$ cat config.mk
export PLATFORM = sky130hd
export DESIGN_NAME = cantxq_top
export DESIGN_NICKNAME = d
export VERILOG_FILES = /design/src/rtl/cantxq_pkg.sv /design/src/rtl/cantxq_stage.sv /design/src/rtl/cantxq_store.sv /design/src/rtl/cantxq_flags.sv /design/src/rtl/cantxq_top.sv
export SDC_FILE = /design/constraint.sdc
export NUM_CORES = 1
export LEC_CHECK = 0
export BUFFER_PORTS_ARGS = -buffer_cell sky130_fd_sc_hd__buf_2
export CELL_PAD_IN_SITES_DETAIL_PLACEMENT = 1
export CELL_PAD_IN_SITES_GLOBAL_PLACEMENT = 2
export CORE_AREA = 2 2 178 180
export DETAILED_ROUTE_END_ITERATION = 12
export DIE_AREA = 0 0 180 182
export PLACE_DENSITY_LB_ADDON = 0.1
export SLEW_MARGIN = 20
export SYNTH_ARGS = -nofsm -noshare
export SYNTH_HDL_FRONTEND = slang
export SYNTH_SLANG_ARGS = --single-unit
$ cat constraint.sdc
create_clock -name clk -period 4.7 [get_ports clk]
set_clock_uncertainty 0.05 [all_clocks]
set_input_delay 0.94 -clock clk [delete_from_list [all_inputs] [get_ports clk]]
set_output_delay 0.94 -clock clk [all_outputs]
set_load 0.03 [all_outputs]
$ cat src/rtl/cantxq_pkg.sv
package cantxq_pkg;

    typedef struct packed {
        logic [31:0] id;
        logic [3:0]  len;
        logic [31:0] dw1;
        logic [31:0] dw2;
    } txq_frame_t;

    typedef struct packed {
        logic [31:0] id;
        logic [3:0]  len;
        logic [31:0] dw1;
    } txq_stage_t;

    localparam logic [7:0] OFS_ID  = 8'h30;
    localparam logic [7:0] OFS_LEN = 8'h34;
    localparam logic [7:0] OFS_DW1 = 8'h38;
    localparam logic [7:0] OFS_DW2 = 8'h3C;

    localparam int STAT_FULL_BIT = 10;
    localparam int EVT_DONE_BIT  = 1;
    localparam int EVT_FULL_BIT  = 2;
    localparam int EVT_EMPTY_BIT = 14;

    localparam int ID_EXT_BIT  = 19;
    localparam int ID_SRR_BIT  = 20;
    localparam int ID_RTR_BIT  = 0;

    // Remote request: extended uses bit 0, base format uses bit 20
    function automatic logic is_remote(input logic [31:0] id);
        return id[ID_EXT_BIT] ? id[ID_RTR_BIT] : id[ID_SRR_BIT];
    endfunction

endpackage

$ cat src/rtl/cantxq_stage.sv
module cantxq_stage
    import cantxq_pkg::*;
(
    input  logic        clk,
    input  logic        rst_n,
    input  logic        soft_rst,
    input  logic        wr_en,
    input  logic [7:0]  wr_addr,
    input  logic [31:0] wr_data,
    output logic        commit,
    output txq_frame_t  commit_frame
);

    txq_stage_t st_d, st_q;

    always_comb begin
        st_d         = st_q;
        commit       = 1'b0;
        commit_frame = '0;
        if (soft_rst) begin
            st_d = '0;
        end else if (wr_en) begin
            case (wr_addr)
                OFS_ID: begin
                    st_d.id = wr_data;
                end
                OFS_LEN: begin
                    st_d.len = wr_data[31:28];
                    if (is_remote(st_q.id)) begin
                        commit           = 1'b1;
                        commit_frame.id  = st_q.id;
                        commit_frame.len = wr_data[31:28];
                    end
                end
                OFS_DW1: begin
                    st_d.dw1 = wr_data;
                end
                OFS_DW2: begin
                    if (!is_remote(st_q.id)) begin
                        commit           = 1'b1;
                        commit_frame.id  = st_q.id;
                        commit_frame.len = st_q.len;
                        commit_frame.dw1 = st_q.dw1;
                        commit_frame.dw2 = wr_data;
                    end
                end
                default: ;
            endcase
        end
    end

    always_ff @(posedge clk or negedge rst_n) begin
        if (!rst_n) st_q <= '0;
        else        st_q <= st_d;
    end

endmodule

$ cat src/rtl/cantxq_store.sv
module cantxq_store
    import cantxq_pkg::*;
#(
    parameter int DEPTH = 2,
    localparam int PTR_W = (DEPTH > 1) ? $clog2(DEPTH) : 1,
    localparam int CNT_W = $clog2(DEPTH + 1)
)(
    input  logic             clk,
    input  logic             rst_n,
    input  logic             clr,
    input  logic             push,
    input  txq_frame_t       push_frame,
    input  logic             pop,
    output logic             accepted,
    output logic             popped,
    output logic [CNT_W-1:0] count,
    output txq_frame_t       head
);

    typedef struct packed {
        logic [PTR_W-1:0] wr;
        logic [PTR_W-1:0] rd;
        logic [CNT_W-1:0] cnt;
    } qstate_t;

    qstate_t    q_d, q_q;
    txq_frame_t mem [DEPTH];

    function automatic logic [PTR_W-1:0] adv(input logic [PTR_W-1:0] p);
        return (p == PTR_W'(DEPTH - 1)) ? '0 : p + 1'b1;
    endfunction

    always_comb begin
        q_d      = q_q;
        popped   = pop && !clr && (q_q.cnt != '0);
        accepted = push && !clr && ((q_q.cnt != CNT_W'(DEPTH)) || popped);
        if (clr) begin
            q_d = '0;
        end else begin
            if (accepted) q_d.wr = adv(q_q.wr);
            if (popped)   q_d.rd = adv(q_q.rd);
            case ({accepted, popped})
                2'b10:   q_d.cnt = q_q.cnt + 1'b1;
                2'b01:   q_d.cnt = q_q.cnt - 1'b1;
                default: q_d.cnt = q_q.cnt;
            endcase
        end
    end

    always_ff @(posedge clk or negedge rst_n) begin
        if (!rst_n) q_q <= '0;
        else        q_q <= q_d;
    end

    always_ff @(posedge clk or negedge rst_n) begin
        if (!rst_n) begin
            for (int i = 0; i < DEPTH; i++) mem[i] <= '0;
        end else if (accepted) begin
            mem[q_q.wr] <= push_frame;
        end
    end

    assign count = q_q.cnt;
    assign head  = mem[q_q.rd];

endmodule

$ cat src/rtl/cantxq_flags.sv
module cantxq_flags #(
    parameter int DEPTH = 2,
    localparam int CNT_W = $clog2(DEPTH + 1)
)(
    input  logic             clk,
    input  logic             rst_n,
    input  logic             clr,
    input  logic             push_try,
    input  logic             accepted,
    input  logic             popped,
    input  logic [CNT_W-1:0] cnt_q,
    output logic             evt_done,
    output logic             evt_full,
    output logic             evt_empty,
    output logic             ovf
);

    typedef struct packed {
        logic done;
        logic full;
        logic empty;
        logic ovf;
    } flags_t;

    flags_t           f_d, f_q;
    logic [CNT_W-1:0] cnt_nx;

    always_comb begin
        case ({accepted, popped})
            2'b10:   cnt_nx = cnt_q + 1'b1;
            2'b01:   cnt_nx = cnt_q - 1'b1;
            default: cnt_nx = cnt_q;
        endcase
        f_d = '0;
        if (!clr) begin
            f_d.done  = popped;
            f_d.full  = (cnt_nx == CNT_W'(DEPTH)) && (cnt_q != CNT_W'(DEPTH));
            f_d.empty = popped && !accepted && (cnt_q == CNT_W'(1));
            f_d.ovf   = f_q.ovf || (push_try && !accepted);
        end
    end

    always_ff @(posedge clk or negedge rst_n) begin
        if (!rst_n) f_q <= '0;
        else        f_q <= f_d;
    end

    assign evt_done  = f_q.done;
    assign evt_full  = f_q.full;
    assign evt_empty = f_q.empty;
    assign ovf       = f_q.ovf;

endmodule

$ cat src/rtl/cantxq_top.sv
module cantxq_top
    import cantxq_pkg::*;
#(
    parameter int DEPTH = 2,
    localparam int CNT_W = $clog2(DEPTH + 1)
)(
    input  logic        clk,
    input  logic        rst_n,
    input  logic        soft_rst,
    input  logic        wr_en,
    input  logic [7:0]  wr_addr,
    input  logic [31:0] wr_data,
    input  logic        sent_pulse,
    output logic        frm_valid,
    output logic [31:0] frm_id,
    output logic [3:0]  frm_len,
    output logic [31:0] frm_dw1,
    output logic [31:0] frm_dw2,
    output logic [15:0] status_word,
    output logic [15:0] irq_evt,
    output logic        ovf_flag
);

    logic             commit, accepted, popped;
    txq_frame_t       commit_frame, head;
    logic [CNT_W-1:0] count;
    logic             evt_done, evt_full, evt_empty;

    cantxq_stage u_stage (
        .clk          (clk),
        .rst_n        (rst_n),
        .soft_rst     (soft_rst),
        .wr_en        (wr_en),
        .wr_addr      (wr_addr),
        .wr_data      (wr_data),
        .commit       (commit),
        .commit_frame (commit_frame)
    );

    cantxq_store #(.DEPTH(DEPTH)) u_store (
        .clk        (clk),
        .rst_n      (rst_n),
        .clr        (soft_rst),
        .push       (commit),
        .push_frame (commit_frame),
        .pop        (sent_pulse),
        .accepted   (accepted),
        .popped     (popped),
        .count      (count),
        .head       (head)
    );

    cantxq_flags #(.DEPTH(DEPTH)) u_flags (
        .clk       (clk),
        .rst_n     (rst_n),
        .clr       (soft_rst),
        .push_try  (commit),
        .accepted  (accepted),
        .popped    (popped),
        .cnt_q     (count),
        .evt_done  (evt_done),
        .evt_full  (evt_full),
        .evt_empty (evt_empty),
        .ovf       (ovf_flag)
    );

    assign frm_valid = (count != '0);
    assign frm_id    = head.id;
    assign frm_len   = head.len;
    assign frm_dw1   = head.dw1;
    assign frm_dw2   = head.dw2;

    always_comb begin
        status_word                = '0;
        status_word[STAT_FULL_BIT] = (count == CNT_W'(DEPTH));
        irq_evt                    = '0;
        irq_evt[EVT_DONE_BIT]      = evt_done;
        irq_evt[EVT_FULL_BIT]      = evt_full;
        irq_evt[EVT_EMPTY_BIT]     = evt_empty;
    end

endmodule

After elaboration in Yosys (flattened, before gate mapping)

Index checks and enable logic that the tools add are counted.

Register bits: 276
Bits of input ports: 45
Output and inout bits: 134
Word-level logic and storage cells: 90

Add/subtract/negate cells: 4
Order comparisons: 3
Equality and inequality tests: 10
Mux-type cells: 30
Bitwise operators: 2
Reduce and logical (&&, ||, !) cells: 23

Operator list:

| cell                  | count |
|---|---|
| $mux W100             | 7 |
| $bwmux W200           | 1 |
| $mux W68              | 2 |
| $demux W100 S1        | 1 |
| $pmux W36 S2          | 1 |
| $mux W32              | 2 |
| $mux W64              | 1 |
| $mux W36              | 1 |
| $eq A8 B6 Y1 const B  | 4 |
| $reduce_bool A2 Y1    | 7 |
| $mux W4               | 3 |
| $logic_and A1 B1 Y1   | 9 |
| $mux W1               | 9 |
| $eq A2 B2 Y1 const B  | 3 |
| $reduce_and A2 Y1     | 3 |
| $eq A2 B1 Y1 const B  | 2 |
| $ge A2 B2 Y1 const B  | 2 |
| $not A1 Y2            | 2 |
| $pmux W2 S2           | 1 |
| $add A1 B1 Y1 const B | 2 |
| $add A2 B1 Y2 const B | 1 |
| $logic_not A1 Y1      | 2 |
| $logic_or A1 B1 Y1    | 2 |
| $lt A2 B1 Y1 const B  | 1 |
| 3 further kinds       | 3 |

Longest topological paths before layout

Depth after elaboration: 12
Gate-level depth with buffers: 11
Mapped depth without buffers: 7

Hierarchy

Synthesis repeated with hierarchy kept, for this count alone.

Cells, all modules: 1036
Area, all modules: 13301.5 um^2

By module, submodules not included:

| module       | instances | cells an instance | area an instance (um^2) |
|---|---|---|---|
| cantxq_store | 1         | 562               | 9301.4 |
| cantxq_stage | 1         | 419               | 3504.6 |
| cantxq_top   | 1         | 34                | 249.0 |
| cantxq_flags | 1         | 21                | 246.5 |

Worst setup path after synthesis

Ideal clock, no wire load.

Path type: input port to flip-flop
Start point: input port wr_addr[6]
End point: register u_store.mem[75] in the netlist's numbering
Library setup time: 125 ps
Data arrival time: 2657 ps
Required time: 4525 ps
Path slack: 1868 ps
Stages: 7
Cell sequence: and4bb_2 nand4_1 or4b_1 buf_2 buf_6 buf_6 mux2_4

Longest elaborated chain between the ends: 6
Elaborated cells on any way between the ends: 11
Those cells by class: 2 x eq/ne; 7 x mux; 2 x reduce/logical

Ends and longest elaborated chain:

| element                          | RTL line           | RTL |
|---|---|---|
| start: declaration               | cantxq_top.sv:11   | `input logic [7:0] wr_addr,` |
| $eq A8 B6 Y1                     | cantxq_stage.sv:23 | `case (wr_addr)` |
| $pmux W1 S2                      | cantxq_stage.sv:23 |  |
| $mux W1                          | cantxq_stage.sv:22 | `end else if (wr_en) begin` |
| $mux W1                          | cantxq_stage.sv:20 | `if (soft_rst) begin` |
| $logic_and A1 B1 Y1 (2 in a row) | cantxq_store.sv:36 | `accepted = push && !clr && ((q_q.cnt != CNT_W'(DEPTH)) \|\| popped);` |
| end signal: indexed assignment   | cantxq_store.sv:59 | `mem[q_q.wr] <= push_frame;` |
| end: declaration                 | cantxq_store.sv:27 | `txq_frame_t mem [DEPTH];` |

Several ways; a longest one is shown, not always the timed one.
A chain may end at the register's enable or synchronous reset.

Final worst setup path

Start point: register u_store.q_q[2] in the netlist's numbering
End point: output port frm_dw1[3]

Longest elaborated chain between the ends: 4

Ends and longest elaborated chain:

| element                                      | RTL line           | RTL |
|---|---|---|
| start: declaration                           | cantxq_store.sv:26 | `qstate_t q_d, q_q;` |
| start signal: assignment                     | cantxq_store.sv:52 | `else q_q <= q_d;` |
| $not A1 Y2 (implied by the code)             | cantxq_store.sv:64 | `assign head = mem[q_q.rd];` |
| $mux W100 (implied by the code) (3 in a row) | cantxq_store.sv:64 |  |
| end: declaration                             | cantxq_top.sv:17   | `output logic [31:0] frm_dw1,` |

Every way passes these cells. The select of a mux whose other input is x is not followed.

==> impl_metrics.toml <==
[run_status]
status = "finished clean"

[cts]
cts_max_path_buffers = 3
cts_resized = 0
cts.clk_slew.worst_paths_ns = 0.06
cts.sinks = 276
clk_latency_ns = 0.56
root_buffer = "clkbuf_16"
cts_made_buffers = 31
postCtsHoldBufs = 0
cts_max_level = 1
cts_tree = "done"
cts_setup_buffers = 0

[sta]
finalCriticalPeriod_ns = 3.507
min_period_over_period = 0.7462
worstMarginPinSlew_ns = 1.021
slew_headroom = 0.3194
fin_tns_setup_ns = 0
rsz0062_at_grt = "no"
setup_slack_ns = 1.193
slew_viol_final = 0
fmax_mhz = 285.1
setup-violations-final = 0
finalHoldViolations = 0

[power_and_ir_drop]
p_leak_nw = 6.923
p_int_mw = 3.977
pwr_density_cell_nw_per_um2 = 373.5
ir_drop_v = 0.0002603
swShare = 0.2469
power_mw = 5.281
sequentialPowerShare = 0.464
clock_power_share = 0.452
p_comb_frac = 0.084
power_switching_mw = 1.304

[worst_setup_path]
cp_top_family = "flip-flops"
path_cells = "buf_4, mux2_2, buf_2"
path_max_fanout = 35
r2r_end = "u_store.mem[33]$_DFFE_PN0P_"
r2r_slack_ns = 1.47
cp.buffers_inverters = 2
cp.required_ns = 3.71
reg2reg_from = "u_store.count[0]$_DFF_PN0_"
cp-start-kind = "flip-flop"
arrival_ns = 2.52
reg2regPathDepth = 8
end_kind = "output port"
crit_slowest_cell = "dfrtp_4"
path_class = "reg2out"
critPathMaxStageDelay_ns = 0.82

[global_routing]
grt-ovfl-total = 0
first_global_vias = 9064
grt_usage = 0.1975
grt_pass1_wl_mm = 51.55
grt_max_degree = 170
antenna_found_initial = 0

[placed_design]
port_buffers = 150
gp_congestion = 0.7236
hpwlAfterDp_mm = 20.42
pre_cts_ws_ns = 1.055

[floorplan]
die_x_um = 180
ios = 179
core_area_um2 = 30990
die_y_um = 182
die-area_um2 = 32760
rows = 65
initial_core_util = 0.3925

[flow_run]
drv_cap = 0

[route]
via_per_inst = 4.943
vias = 8343
wire_per_inst_um = 18.83
antenna_left = 0
drt_first_pass_iters = 4
wl_mm = 31.78
post-route-drc-count = 0
drtIter0Drc = 310

[yosys]
synth_top_area_frac = 0.5678
ys.flop_type = "dfrtp_1"
synthTopCellsByArea = "dfrtp_1 (57%), mux2_2 (12%), nand2_1 (10%)"
synth_cell_types = 40
synth_seq_cells = 276
synth.cells.most_frequent = "nand2_1 (330), dfrtp_1 (276), mux2_2 (132)"
ys_seq_area_frac = 0.5678
yosysMostFrequentCell = "nand2_1"
yosys.area.top_type = "dfrtp_1"
synth_cells = 1145
yosysWarnings = 0
synth-edff-count = 0
synthesis.area_um2 = 12160
syn_area_per_cell_um2 = 10.62
synthArstFlopShare = 1.000

[finish]
fin_nets = 1310
drive_gt1_frac = 0.3048
n_antenna_cell = 0
syn_to_final_growth_pct = 16.26

[worst_hold_path]
hp-class = "in2async"
[through the flow]
step | cell area (µm²) | instances | hold WS, ns | utilization
2_1_floorplan | 12260 | 1172 | 0.3929 | -
3_3_place_gp | 13130 | 1631 | 0.4067 | 0.4236
3_5_place_dp | 13130 | 1631 | 0.4166 | 0.4236
4_1_cts | 14140 | 1688 | 0.4293 | 0.4564
5_1_grt | 14140 | 1688 | 0.4515 | 0.4564
6_report | 14140 | 1688 | 0.4093 | 0.4564
[flip-flops by register name, indices dropped and copies added (netlist names)]
register,cells
u_store.mem,200
u_flags.evt_full,1
u_store.count,2
u_flags.ovf,1
u_stage.st_q,68
u_store.q_q,2
u_flags.evt_done,1
u_flags.evt_empty,1
[power groups by stage]
stage	Sequential (mW)	Clock, mW	Combinational, mW
after floorplan	2.44	0	0.332
after global placement	2.49	0	0.455
after detailed placement	2.49	0	0.456
after CTS	2.45	2.46	0.457
after global routing	2.46	2.56	0.482
final	2.45	2.39	0.445
[worst max-delay path by stage]
stage | to | cells after the start | start
after floorplan | u_store.mem[75]$_DFFE_PN0P_ | 7 | wr_addr[6]
after global placement | u_store.mem[42]$_DFFE_PN0P_ | 7 | soft_rst
final | frm_dw1[3] | 3 | u_store.q_q[2]$_DFFE_PN0P_
after CTS | frm_dw2[16] | 3 | u_store.q_q[2]$_DFFE_PN0P_
after global routing | frm_dw2[12] | 3 | u_store.q_q[2]$_DFFE_PN0P_
after detailed placement | u_store.mem[59]$_DFFE_PN0P_ | 6 | wr_addr[3]
[cells in the final DEF (no fill, tap or decap), drive strengths merged, types with 2 or more instances in the layout]
cell type	n
a211oi	2
a21o	2
a21oi	65
and3	3
and4	2
buf	166
bufinv	2
clkbuf	44
clkinv	9
conb	28
dfrtp	276
ha	3
inv	7
mux2	164
mux2i	9
nand2	330
nand2b	2
nand4	2
nor2	12
o21ai	137
or2	2
or3	2
xnor2	3
[final cells by class]
cell class	count	area (µm²)
fillers	3433	16840
flip-flops and latches	276	6910
multi-input cells	781	4771
repair buffers	166	918.4
clock buffers	44	894.6
well taps	402	503.0
clock inverters	13	121.4
inverters	6	22.52
[metal layers]
layer,track usage,vias to the layer above,routed length (µm),part of all wire
li1,-,4007,-,-
met1,0.2520,4182,13930,0.44
met2,0.3591,123,16380,0.52
met3,0.02988,31,1089,0.034
met4,0.03382,0,380,0.012
met5,0,-,0,0
[kinds of logic (layout without fill, tap and decap cells)]
kind of cell             count (synthesis)  in the layout  share of synthesized area
AO/OA/AOI/OAI                          210            210                    0.08806
XOR/XNOR                                 4              4                   0.002881
adder cells (fa/ha/maj)                  3              3                   0.003086
buffers and inverters                  115            229                    0.04938
flip-flops                             276            276                     0.5678
multiplexers                           173            173                     0.1701
other                                    1             28                  0.0003083
AND/OR/NAND/NOR                        363            363                     0.1183
No activity file was read; power rests on OpenSTA's default activity.
